==> src/rtl/vlx_core_pkg.sv <==
package vlx_core_pkg;

  localparam int INSN_W   = 64;
  localparam int OFF_W    = 16;
  localparam int OFF_BIAS = 1 << (OFF_W - 1);

  localparam logic [3:0] OPC_ADD  = 4'b0000;
  localparam logic [3:0] OPC_MUL  = 4'b0001;
  localparam logic [3:0] OPC_CALL = 4'b0010;
  localparam logic [3:0] OPC_RET  = 4'b0100;
  localparam logic [3:0] OPC_MOV  = 4'b1000;

  // Packed first instruction word, most significant field first.
  typedef struct packed {
    logic             dst_we;
    logic [1:0]       ap_mode;
    logic [2:0]       pc_mode;
    logic [3:0]       opcode;
    logic             op0_sel;
    logic [2:0]       op1_sel;
    logic             dst_sel;
    logic             dummy;
    logic [OFF_W-1:0] dst_off;
    logic [OFF_W-1:0] op1_off;
    logic [OFF_W-1:0] op0_off;
  } insn_t;

  typedef enum logic [1:0] {ALU_ADD, ALU_MUL, ALU_PASS} alu_op_e;

endpackage

==> src/rtl/vlx_decode.sv <==
module vlx_decode
  import vlx_core_pkg::*;
(
  input  insn_t   ir,
  output logic    illegal,
  output logic    two_word,
  output alu_op_e alu_op,
  output logic    is_call,
  output logic    is_ret
);

  logic opc_ok, pcm_ok, apm_ok, op1_ok;

  always_comb begin
    opc_ok   = ir.opcode inside {OPC_ADD, OPC_MUL, OPC_CALL, OPC_RET, OPC_MOV};
    pcm_ok   = ir.pc_mode inside {3'b000, 3'b001, 3'b010, 3'b100};
    apm_ok   = ir.ap_mode != 2'b11;
    op1_ok   = ir.op1_sel inside {3'b000, 3'b001, 3'b010, 3'b100};
    illegal  = ir.dummy | ~opc_ok | ~pcm_ok | ~apm_ok | ~op1_ok;
    two_word = ir.op1_sel == 3'b000;
    is_call  = ir.opcode == OPC_CALL;
    is_ret   = ir.opcode == OPC_RET;
    case (ir.opcode)
      OPC_ADD: alu_op = ALU_ADD;
      OPC_MUL: alu_op = ALU_MUL;
      default: alu_op = ALU_PASS;
    endcase
  end

endmodule

==> src/rtl/vlx_field_alu.sv <==
module vlx_field_alu
  import vlx_core_pkg::*;
#(
  parameter int              XLEN    = 64,
  parameter logic [XLEN-1:0] MODULUS = 64'hFFFF_FFFF_0000_0001
) (
  input  logic            clk,
  input  logic            rst_n,
  input  logic            start,
  input  alu_op_e         op,
  input  logic [XLEN-1:0] a,
  input  logic [XLEN-1:0] b,
  output logic            busy,
  output logic            done,
  output logic [XLEN-1:0] res
);

  localparam int CNT_W = $clog2(XLEN);

  logic [XLEN-1:0]  acc_q, acc_d, mcand_q, mcand_d, mplier_q, mplier_d;
  logic [CNT_W-1:0] cnt_q, cnt_d;
  logic             busy_q, busy_d, done_q, done_d;
  logic [XLEN-1:0]  step;

  function automatic logic [XLEN-1:0] reduce(input logic [XLEN-1:0] x);
    return (x >= MODULUS) ? x - MODULUS : x;
  endfunction

  // Both inputs below the modulus: one conditional subtraction suffices.
  function automatic logic [XLEN-1:0] modadd(input logic [XLEN-1:0] x, input logic [XLEN-1:0] y);
    logic [XLEN:0] s;
    s = {1'b0, x} + {1'b0, y};
    if (s >= {1'b0, MODULUS}) s = s - {1'b0, MODULUS};
    return s[XLEN-1:0];
  endfunction

  always_comb begin
    acc_d    = acc_q;
    mcand_d  = mcand_q;
    mplier_d = mplier_q;
    cnt_d    = cnt_q;
    busy_d   = busy_q;
    done_d   = 1'b0;
    step     = modadd(acc_q, acc_q);
    if (mplier_q[XLEN-1]) step = modadd(step, mcand_q);
    if (start) begin
      case (op)
        ALU_ADD: begin acc_d = modadd(reduce(a), reduce(b)); done_d = 1'b1; end
        ALU_MUL: begin
          acc_d    = '0;
          mcand_d  = reduce(a);
          mplier_d = b;
          cnt_d    = CNT_W'(XLEN - 1);
          busy_d   = 1'b1;
        end
        default: begin acc_d = b; done_d = 1'b1; end
      endcase
    end else if (busy_q) begin
      acc_d    = step;
      mplier_d = mplier_q << 1;
      cnt_d    = cnt_q - 1'b1;
      if (cnt_q == '0) begin
        busy_d = 1'b0;
        done_d = 1'b1;
      end
    end
  end

  always_ff @(posedge clk or negedge rst_n) begin
    if (!rst_n) begin
      acc_q    <= '0;
      mcand_q  <= '0;
      mplier_q <= '0;
      cnt_q    <= '0;
      busy_q   <= 1'b0;
      done_q   <= 1'b0;
    end else begin
      acc_q    <= acc_d;
      mcand_q  <= mcand_d;
      mplier_q <= mplier_d;
      cnt_q    <= cnt_d;
      busy_q   <= busy_d;
      done_q   <= done_d;
    end
  end

  assign busy = busy_q;
  assign done = done_q;
  assign res  = acc_q;

  assert_mul_goes_busy_R5: assert property (@(posedge clk) disable iff (!rst_n)
    (start && op == ALU_MUL) |=> (busy && !done));

  assert_add_single_cycle_R4: assert property (@(posedge clk) disable iff (!rst_n)
    (start && op == ALU_ADD) |=> (done && !busy));

  assert_done_not_busy_R5: assert property (@(posedge clk) disable iff (!rst_n)
    done |-> !busy);

endmodule

==> src/rtl/vlx_core.sv <==
module vlx_core
  import vlx_core_pkg::*;
#(
  parameter int              XLEN    = 64,
  parameter logic [XLEN-1:0] MODULUS = 64'hFFFF_FFFF_0000_0001
) (
  input  logic            clk,
  input  logic            rst_n,
  input  logic            start,
  input  logic            halt_req,
  input  logic [XLEN-1:0] pc_init,
  input  logic [XLEN-1:0] ap_init,
  input  logic [XLEN-1:0] sp_init,
  output logic            mem_en,
  output logic            mem_we,
  output logic [XLEN-1:0] mem_addr,
  output logic [XLEN-1:0] mem_wdata,
  input  logic [XLEN-1:0] mem_rdata,
  output logic            running,
  output logic            illegal,
  output logic [XLEN-1:0] pc,
  output logic [XLEN-1:0] ap,
  output logic [XLEN-1:0] sp
);

  typedef enum logic [3:0] {
    S_IDLE, S_FETCH, S_DEC, S_RD0, S_RD1, S_RDD,
    S_EXE, S_WAIT, S_WB, S_CALL0, S_CALL1, S_UPD
  } state_e;

  state_e          state_q, state_d;
  logic [XLEN-1:0] pc_q, pc_d, ap_q, ap_d, sp_q, sp_d;
  logic [XLEN-1:0] op0v_q, op0v_d, op1v_q, op1v_d, dstv_q, dstv_d, res_q, res_d;
  insn_t           ir_q, ir_d;
  logic            ill_q, ill_d;

  logic            dec_illegal, two_word, is_call, is_ret;
  alu_op_e         alu_op;
  logic            alu_start, alu_busy, alu_done;
  logic [XLEN-1:0] alu_res;
  logic [XLEN-1:0] size, op0_addr, op1_addr, dst_addr, op1_base;

  function automatic logic [XLEN-1:0] eff(input logic [XLEN-1:0] base, input logic [OFF_W-1:0] off);
    return base + XLEN'(off) - XLEN'(OFF_BIAS);
  endfunction

  vlx_decode u_dec (
    .ir       (ir_q),
    .illegal  (dec_illegal),
    .two_word (two_word),
    .alu_op   (alu_op),
    .is_call  (is_call),
    .is_ret   (is_ret)
  );

  vlx_field_alu #(.XLEN(XLEN), .MODULUS(MODULUS)) u_alu (
    .clk   (clk),
    .rst_n (rst_n),
    .start (alu_start),
    .op    (alu_op),
    .a     (op0v_q),
    .b     (op1v_q),
    .busy  (alu_busy),
    .done  (alu_done),
    .res   (alu_res)
  );

  // Operand addressing; op1 may be based on the op0 value arriving this cycle.
  always_comb begin
    size = two_word ? XLEN'(2) : XLEN'(1);
    case (ir_q.op1_sel)
      3'b000:  op1_base = pc_q;
      3'b001:  op1_base = sp_q;
      3'b010:  op1_base = ap_q;
      default: op1_base = mem_rdata;
    endcase
    op0_addr = eff(ir_q.op0_sel ? ap_q : sp_q, ir_q.op0_off);
    op1_addr = eff(op1_base, ir_q.op1_off);
    dst_addr = eff(ir_q.dst_sel ? ap_q : sp_q, ir_q.dst_off);
  end

  always_comb begin
    state_d   = state_q;
    pc_d      = pc_q;
    ap_d      = ap_q;
    sp_d      = sp_q;
    ir_d      = ir_q;
    op0v_d    = op0v_q;
    op1v_d    = op1v_q;
    dstv_d    = dstv_q;
    res_d     = res_q;
    ill_d     = ill_q;
    alu_start = 1'b0;
    mem_en    = 1'b0;
    mem_we    = 1'b0;
    mem_addr  = pc_q;
    mem_wdata = res_q;
    case (state_q)
      S_IDLE: if (start) begin
        pc_d = pc_init; ap_d = ap_init; sp_d = sp_init;
        ill_d = 1'b0; state_d = S_FETCH;
      end
      S_FETCH: begin mem_en = 1'b1; state_d = S_DEC; end
      S_DEC:   begin ir_d = insn_t'(mem_rdata[INSN_W-1:0]); state_d = S_RD0; end
      S_RD0: begin
        if (dec_illegal) begin
          ill_d = 1'b1; state_d = S_IDLE;
        end else begin
          mem_en = 1'b1; mem_addr = op0_addr; state_d = S_RD1;
        end
      end
      S_RD1: begin op0v_d = mem_rdata; mem_en = 1'b1; mem_addr = op1_addr; state_d = S_RDD; end
      S_RDD: begin op1v_d = mem_rdata; mem_en = 1'b1; mem_addr = dst_addr; state_d = S_EXE; end
      S_EXE: begin dstv_d = mem_rdata; alu_start = 1'b1; state_d = S_WAIT; end
      S_WAIT: if (alu_done) begin res_d = alu_res; state_d = S_WB; end
      S_WB: begin
        if (ir_q.dst_we) begin mem_en = 1'b1; mem_we = 1'b1; mem_addr = dst_addr; end
        state_d = is_call ? S_CALL0 : S_UPD;
      end
      S_CALL0: begin mem_en = 1'b1; mem_we = 1'b1; mem_addr = ap_q; mem_wdata = sp_q; state_d = S_CALL1; end
      S_CALL1: begin mem_en = 1'b1; mem_we = 1'b1; mem_addr = ap_q + 1'b1; mem_wdata = pc_q; state_d = S_UPD; end
      S_UPD: begin
        case (ir_q.pc_mode)
          3'b001:  pc_d = res_q;
          3'b010:  pc_d = pc_q + res_q;
          3'b100:  pc_d = (dstv_q == '0) ? pc_q + size : pc_q + op1v_q;
          default: pc_d = pc_q + size;
        endcase
        if (is_call) begin
          ap_d = ap_q + XLEN'(2);
          sp_d = ap_q + XLEN'(2);
        end else begin
          case (ir_q.ap_mode)
            2'b01:   ap_d = ap_q + 1'b1;
            2'b10:   ap_d = ap_q + res_q;
            default: ap_d = ap_q;
          endcase
          if (is_ret) sp_d = dstv_q;
        end
        state_d = halt_req ? S_IDLE : S_FETCH;
      end
      default: state_d = S_IDLE;
    endcase
  end

  always_ff @(posedge clk or negedge rst_n) begin
    if (!rst_n) begin
      state_q <= S_IDLE;
      pc_q    <= '0;
      ap_q    <= '0;
      sp_q    <= '0;
      ir_q    <= '0;
      op0v_q  <= '0;
      op1v_q  <= '0;
      dstv_q  <= '0;
      res_q   <= '0;
      ill_q   <= 1'b0;
    end else begin
      state_q <= state_d;
      pc_q    <= pc_d;
      ap_q    <= ap_d;
      sp_q    <= sp_d;
      ir_q    <= ir_d;
      op0v_q  <= op0v_d;
      op1v_q  <= op1v_d;
      dstv_q  <= dstv_d;
      res_q   <= res_d;
      ill_q   <= ill_d;
    end
  end

  assign running = state_q != S_IDLE;
  assign illegal = ill_q;
  assign pc      = pc_q;
  assign ap      = ap_q;
  assign sp      = sp_q;

  assert_start_loads_R2: assert property (@(posedge clk) disable iff (!rst_n)
    (state_q == S_IDLE && start) |=>
      (running && !illegal && pc_q == $past(pc_init) && ap_q == $past(ap_init) && sp_q == $past(sp_init)));

  assert_illegal_stopped_R12: assert property (@(posedge clk) disable iff (!rst_n)
    illegal |-> !running);

  assert_illegal_no_effect_R12: assert property (@(posedge clk) disable iff (!rst_n)
    (state_q == S_RD0 && dec_illegal) |=> ($stable(pc_q) && $stable(ap_q) && $stable(sp_q) && !mem_en));

  assert_call_frame_R10: assert property (@(posedge clk) disable iff (!rst_n)
    (state_q == S_UPD && is_call) |=> (ap_q == sp_q && ap_q == $past(ap_q) + XLEN'(2)));

  assert_ap_hold_R9: assert property (@(posedge clk) disable iff (!rst_n)
    (state_q == S_UPD && !is_call && ir_q.ap_mode == 2'b00) |=> $stable(ap_q));

  assert_stopped_quiet_R13: assert property (@(posedge clk) disable iff (!rst_n)
    !running |-> !mem_en);

endmodule

==> config.mk <==
export PLATFORM = sky130hd
export DESIGN_NAME = vlx_core
export DESIGN_NICKNAME = d
export VERILOG_FILES = /design/src/rtl/vlx_core_pkg.sv /design/src/rtl/vlx_decode.sv /design/src/rtl/vlx_field_alu.sv /design/src/rtl/vlx_core.sv
export SDC_FILE = /design/constraint.sdc
export NUM_CORES = 2
export LEC_CHECK = 0
export BUFFER_PORTS_ARGS = -buffer_cell sky130_fd_sc_hd__clkbuf_2
export CAP_MARGIN = 30
export CORE_UTILIZATION = 45
export DETAILED_ROUTE_END_ITERATION = 12
export GPL_TIMING_DRIVEN = 0
export HOLD_SLACK_MARGIN = 0.05
export PLACE_DENSITY_LB_ADDON = 0.08
export REMOVE_ABC_BUFFERS = 1
export SLEW_MARGIN = 20
export SYNTH_ARGS = -nofsm -noshare
export SYNTH_HDL_FRONTEND = slang
export SYNTH_HIERARCHICAL = 1
export SYNTH_SLANG_ARGS = --single-unit
==> constraint.sdc <==
create_clock -name clk -period 10.55 [get_ports clk]
set_input_delay 2.11 -clock clk [delete_from_list [all_inputs] [get_ports clk]]
set_output_delay 2.11 -clock clk [all_outputs]
set_load 0.05 [all_outputs]
# Yosys cells after proc, flatten, opt, wreduce, memory -nomap -nowiden

Index checks and enable logic that the tools add are counted.

Register bits after elaboration: 717
Bits of input ports: 260
Output and inout bits: 324

Add/subtract/negate cells: 21
Magnitude comparators: 5
Eq/ne operators: 31
Muxes and demuxes: 58
Bitwise logic cells: 8
Reduce and logical (&&, ||, !) cells: 24

Operator list:

| kind                   | count |
|---|---|
| $mux 64                | 22 |
| $pmux 64 s2            | 6 |
| $pmux 64 s3            | 2 |
| $pmux 64 s6            | 1 |
| $sub 64x64->64 const B | 5 |
| $add 64x64->65         | 3 |
| $ge 65x64->1 const B   | 3 |
| $add 64x16->64         | 3 |
| $add 64x64->64         | 3 |
| $sub 64x16->64 const B | 3 |
| $ge 64x64->1 const B   | 2 |
| $add 64x1->64 const B  | 1 |
| $add 64x2->64          | 1 |
| $add 64x2->64 const B  | 1 |
| $logic_not 64->1       | 1 |
| $pmux 4 s12            | 1 |
| $eq 4x3->1 const B     | 5 |
| $eq 4x4->1 const B     | 5 |
| $mux 6                 | 3 |
| $mux 1                 | 14 |
| $eq 4x2->1 const B     | 3 |
| $reduce_bool 4->1      | 3 |
| $reduce_and 2->1       | 5 |
| $reduce_and 3->1       | 3 |
| other kinds (27)       | 48 |

# Depth between registers and ports, before layout

Depth in word-level cells: 9
Mapped depth: 33
Mapped depth without buffers: 27

# Modules after synthesis

The synthesis kept the hierarchy.

Modules (own cells, without submodules):

| module        | times used | cells an instance | area each (um^2) |
|---|---|---|---|
| vlx_core      | 1          | 7,545             | 57,757.9 |
| vlx_field_alu | 1          | 3,347             | 24,996.5 |
| vlx_decode    | 1          | 13                | 111.4 |

# Worst setup path before layout

Ideal clock, no wire load.

Path type: input -> output
Start: input port mem_rdata[1]
End: output port mem_addr[45]
Arrival: 6,034 ps
Required time: 8,440 ps
Path slack: 2,406 ps
Stages: 17
Path through: a22o_1 nand2_1 o211ai_1 ha_1 ha_1 fa_1 a21oi_1 o221ai_1 o2111ai_1 nand2_1 a31oi_1 o21ai_1 a21oi_1 nor3_1 nor2_1 xnor2_1 o21ai_0

Word-level cells in the longest chain between the ends: 4

RTL lines:

| what               | RTL line       | RTL |
|---|---|---|
| start: declaration | vlx_core.sv:18 | `input logic [XLEN-1:0] mem_rdata,` |
| $pmux 64 s3        | vlx_core.sv:71 | `case (ir_q.op1_sel)` |
| $add 64x16->64     | vlx_core.sv:44 | `return base + XLEN'(off) - XLEN'(OFF_BIAS);` |
| $sub 64x16->64     | vlx_core.sv:44 |  |
| $pmux 64 s6        | vlx_core.sv:98 | `case (state_q)` |
| end: declaration   | vlx_core.sv:16 | `output logic [XLEN-1:0] mem_addr,` |

No other way between the ends.

# Worst setup path in the final report

Start: register op1v_q[56]
End: register u_alu.acc_q[14], in the netlist u_alu/res[14]

Word-level cells in the longest chain between the ends: 7
Elaborated cells between the ends (all ways): 9

RTL lines:

| what                                           | RTL line            | RTL |
|---|---|---|
| start: declaration                             | vlx_core.sv:33      | `logic [XLEN-1:0] op0v_q, op0v_d, op1v_q, op1v_d, dstv_q, dstv_d, res_q, res_d;` |
| start signal: assignment                       | vlx_core.sv:165     | `op1v_q <= op1v_d;` |
| $sub 64x64->64 or $ge 64x64->1 (tied branches) | vlx_field_alu.sv:26 | `return (x >= MODULUS) ? x - MODULUS : x;` |
| $mux 64 *                                      | vlx_field_alu.sv:26 |  |
| $add 64x64->65 *                               | vlx_field_alu.sv:32 | `s = {1'b0, x} + {1'b0, y};` |
| $ge 65x64->1 or $sub 64x64->64 (tied branches) | vlx_field_alu.sv:33 | `if (s >= {1'b0, MODULUS}) s = s - {1'b0, MODULUS};` |
| $mux 64 *                                      | vlx_field_alu.sv:33 |  |
| $pmux 64 s2 *                                  | vlx_field_alu.sv:47 | `case (op)` |
| $mux 64 *                                      | vlx_field_alu.sv:46 | `if (start) begin` |
| end signal: assignment                         | vlx_field_alu.sv:71 | `acc_q <= '0;` |
| end signal: assignment                         | vlx_field_alu.sv:78 | `acc_q <= acc_d;` |
| end: declaration                               | vlx_field_alu.sv:20 | `logic [XLEN-1:0] acc_q, acc_d, mcand_q, mcand_d, mplier_q, mplier_d;` |

Mark *: on every way between the ends. The rest lies on a longest branch, timed or not.
A chain may end at the register's enable or synchronous reset.

==> reports/qor.yml <==
status:
  status: "complete, no violations"
global_routing:
  grtUsageMet2: 0.691
  grt_antenna_before_repair: 35
  met1_usage: 0.551
  grt_start_max_net_pins: 93
  met3_usage: 0.0815
  grt-busiest-layer: "met2"
  grt_use_total: 0.445
  grt_pass1_wl_um: 610000
  grt_overflow_total: 0
  grt_pass1_vias: 87200
final_layout:
  area_growth_pct: 12.1
  drive_gt1_frac: 0.133
  final_cell_mix: "nand2_1 (1431), a21oi_1 (968), o21ai_0 (752)"
  fin_area_sq_um: 92900
  final_nets: 11900
  final_common_cell: "nand2_1"
  nFillCells: 18000
  fin_util: 0.508
yosys:
  synthFlopType: "dfrtp_1"
  synth-edff-count: 0
  ys_types: 123
  synth_cells: 10900
  yosys_register_bits: 717
  async_flop_share: 1.00
  yosys_warnings: 6
  syn_avg_cell_area_sq_um: 7.60
  synth_seq_area_share: 0.217
  synthesis.area_sq_um: 82900
worst_setup_path:
  crit_start: "op1v_q[56]"
  cp_max_fo: 22
  worst_setup_path_start_kind: "flip-flop"
  path_class: "reg -> reg"
  cp-end-kind: "flip-flop"
  cp_data_required_time_ns: 11.19
  cp.arrival_ns: 10.97
  regToRegSetupSlack_ns: 0.23
  rr_startpoint: "op1v_q[56]"
route:
  finalWirelength_um: 432000
  vias: 93100
  firstDrtPassIters: 9
  drc: 0
  ant_nets: 0
  viasPerCell: 6.84
  wl_per_cell_um: 31.8
  drtIter0Drc: 12800
timing:
  fin_tns_setup_ns: 0
  setup_violations: 0
  rsz0062_at_grt: "no"
  worst_slew_pin_slew_ns: 1.11
  hold_viol: 0
  relSlewSlack: 0.254
  finalWorstSetupSlack_ns: 0.225
  clock-skew-final_ns: 0.0568
  drv_slew: 0
  finalCriticalPeriod_ns: 10.32
  finalCritPeriodShare: 0.979
  fmax_mhz: 96.9
placed_design:
  hpwl_um: 347000
  pre_cts_ws_ns: -0.318
  port_buffers: 583
  globalplace.congestion: 1.04
  place_area_sq_um: 89300
clock_network:
  numCtsBuffers: 93
  path_clk_slew_ns: 0.06
  clk_latency_ns: 0.78
  cts_tree: "built"
  cts-root-buf: "clkbuf_16"
  htree_levels: 3
  numClockSinks: 717
  hold_buffers: 0
  clockBufferDepth: 3
worst_hold_path:
  hold_path.class: "reg -> reg"
  worstHoldStart: "u_alu/mplier_q[4]"
die:
  initial_core_util: 0.453
  die_area_sq_um: 186000
  num_rows: 157
  core_area_sq_um: 183000
  io_pins: 584
  die_x_um: 431
  fp.dieH_um: 431
run:
  max_cap_viol_count: 0
[metal layers]
layer / vias to the layer above / share of wire
li1: 40800 / -
met3: 1202 / 0.10
met1: 45200 / 0.38
met2: 5895 / 0.43
met5: - / 0.000023
met4: 2 / 0.086
[synth_stat cells (all sizes together) (137+ instances only)]
library cell	instances	area [sq um]
nand2	1439	5400
a21oi	978	4920
o21ai	787	3950
nor2	727	2730
dfrtp	717	17900
clkbuf	601	2260
ha	567	7090
xnor2	439	3840
a21o	341	2560
mux2	326	3670
inv	310	1160
xor2	304	2660
mux2i	267	2670
nand3	264	1330
nand4	258	1630
nor3	248	1280
a31oi	137	900
[worst max-delay path, stage by stage, from the launching register on]
cell      delay, ns
dfrtp_1        0.64
nand4_1        0.32
or4_1          0.53
nor4_1         0.38
nand4_1        0.49
a31oi_2        0.60
or2_2          0.44
nand2_1        0.16
or4_1          0.52
nor2_1         0.27
nand3b_1       0.20
nor2_1         0.15
xor2_1         0.17
ha_1           0.33
nand2_1        0.25
nor2_1         0.07
a21oi_1        0.57
o311a_1        0.59
o21bai_1       0.14
xor2_1         0.51
nand4_1        0.48
nor3_1         0.65
o31ai_2        0.23
o21ai_4        0.42
buf_16         0.22
mux2_2         0.35
a221oi_1       0.30
o21ai_0        0.14
[flip-flops by register name, summed over array words and instances, names as in the netlist, 6 cells and up]
register / cells
u_alu/mplier_q: 64
res_q: 64
dstv_q: 64
op0v_q: 64
sp: 64
ap: 64
u_alu/mcand_q: 64
pc: 64
ir_q: 64
u_alu/res: 64
u_alu/cnt_q: 6
op1v_q: 64
[final timing paths]
kind / end / cells past startpoint
max: u_alu/res[14] / 27
min: u_alu/mplier_q[4] / 2
max reg2reg: u_alu/res[14] / 27
min reg2reg: u_alu/mplier_q[4] / 2
max in group asynchronous: u_alu/mplier_q[0] / 4
min in group asynchronous: sp[58] / 1
[cell families (layout without fill, tap and decap cells)]
logic type	after synthesis	after routing	synth area share
xor gates and xnor gates	743	743	0.0785
adders and majority gates	579	579	0.0882
muxes	593	593	0.0766
DFF	717	717	0.217
AOI/OAI and AO/OA	3525	3525	0.279
buffers and inverters	1031	1254	0.0477
and+or+nand+nor	3717	3717	0.214
other	0	15	0
[timing repair]
item | in CTS | in global routing
resized for setup | 2 | 13
endpoints found under the setup margin | 14 | 57
buffers inserted | 5 | 0
pin swaps | 2 | 0
[layout make-up]
class,count,area (sq um),area share
tap,2464,3080,0.0332
timing repair buffer,766,5740,0.0618
sequential,717,18000,0.193
multi-input combinational,9157,61400,0.661
clock buffer,115,2530,0.0272
inverter,313,1170,0.0126
clock inverter,60,941,0.0101
antenna,15,37.5,0.000404
[stage by stage]
step / cells / hold WS, ns
final: 13600 / 0.477
after global routing: 13600 / 0.504
after CTS: 13600 / 0.482
after detailed placement: 13400 / 0.470
after global placement: 13200 / 0.462
after floorplan: 10200 / 0.449
Power is left out: the tool's default activity adds up to more than one toggle a clock period on the data nets, which glitch-free logic cannot reach.
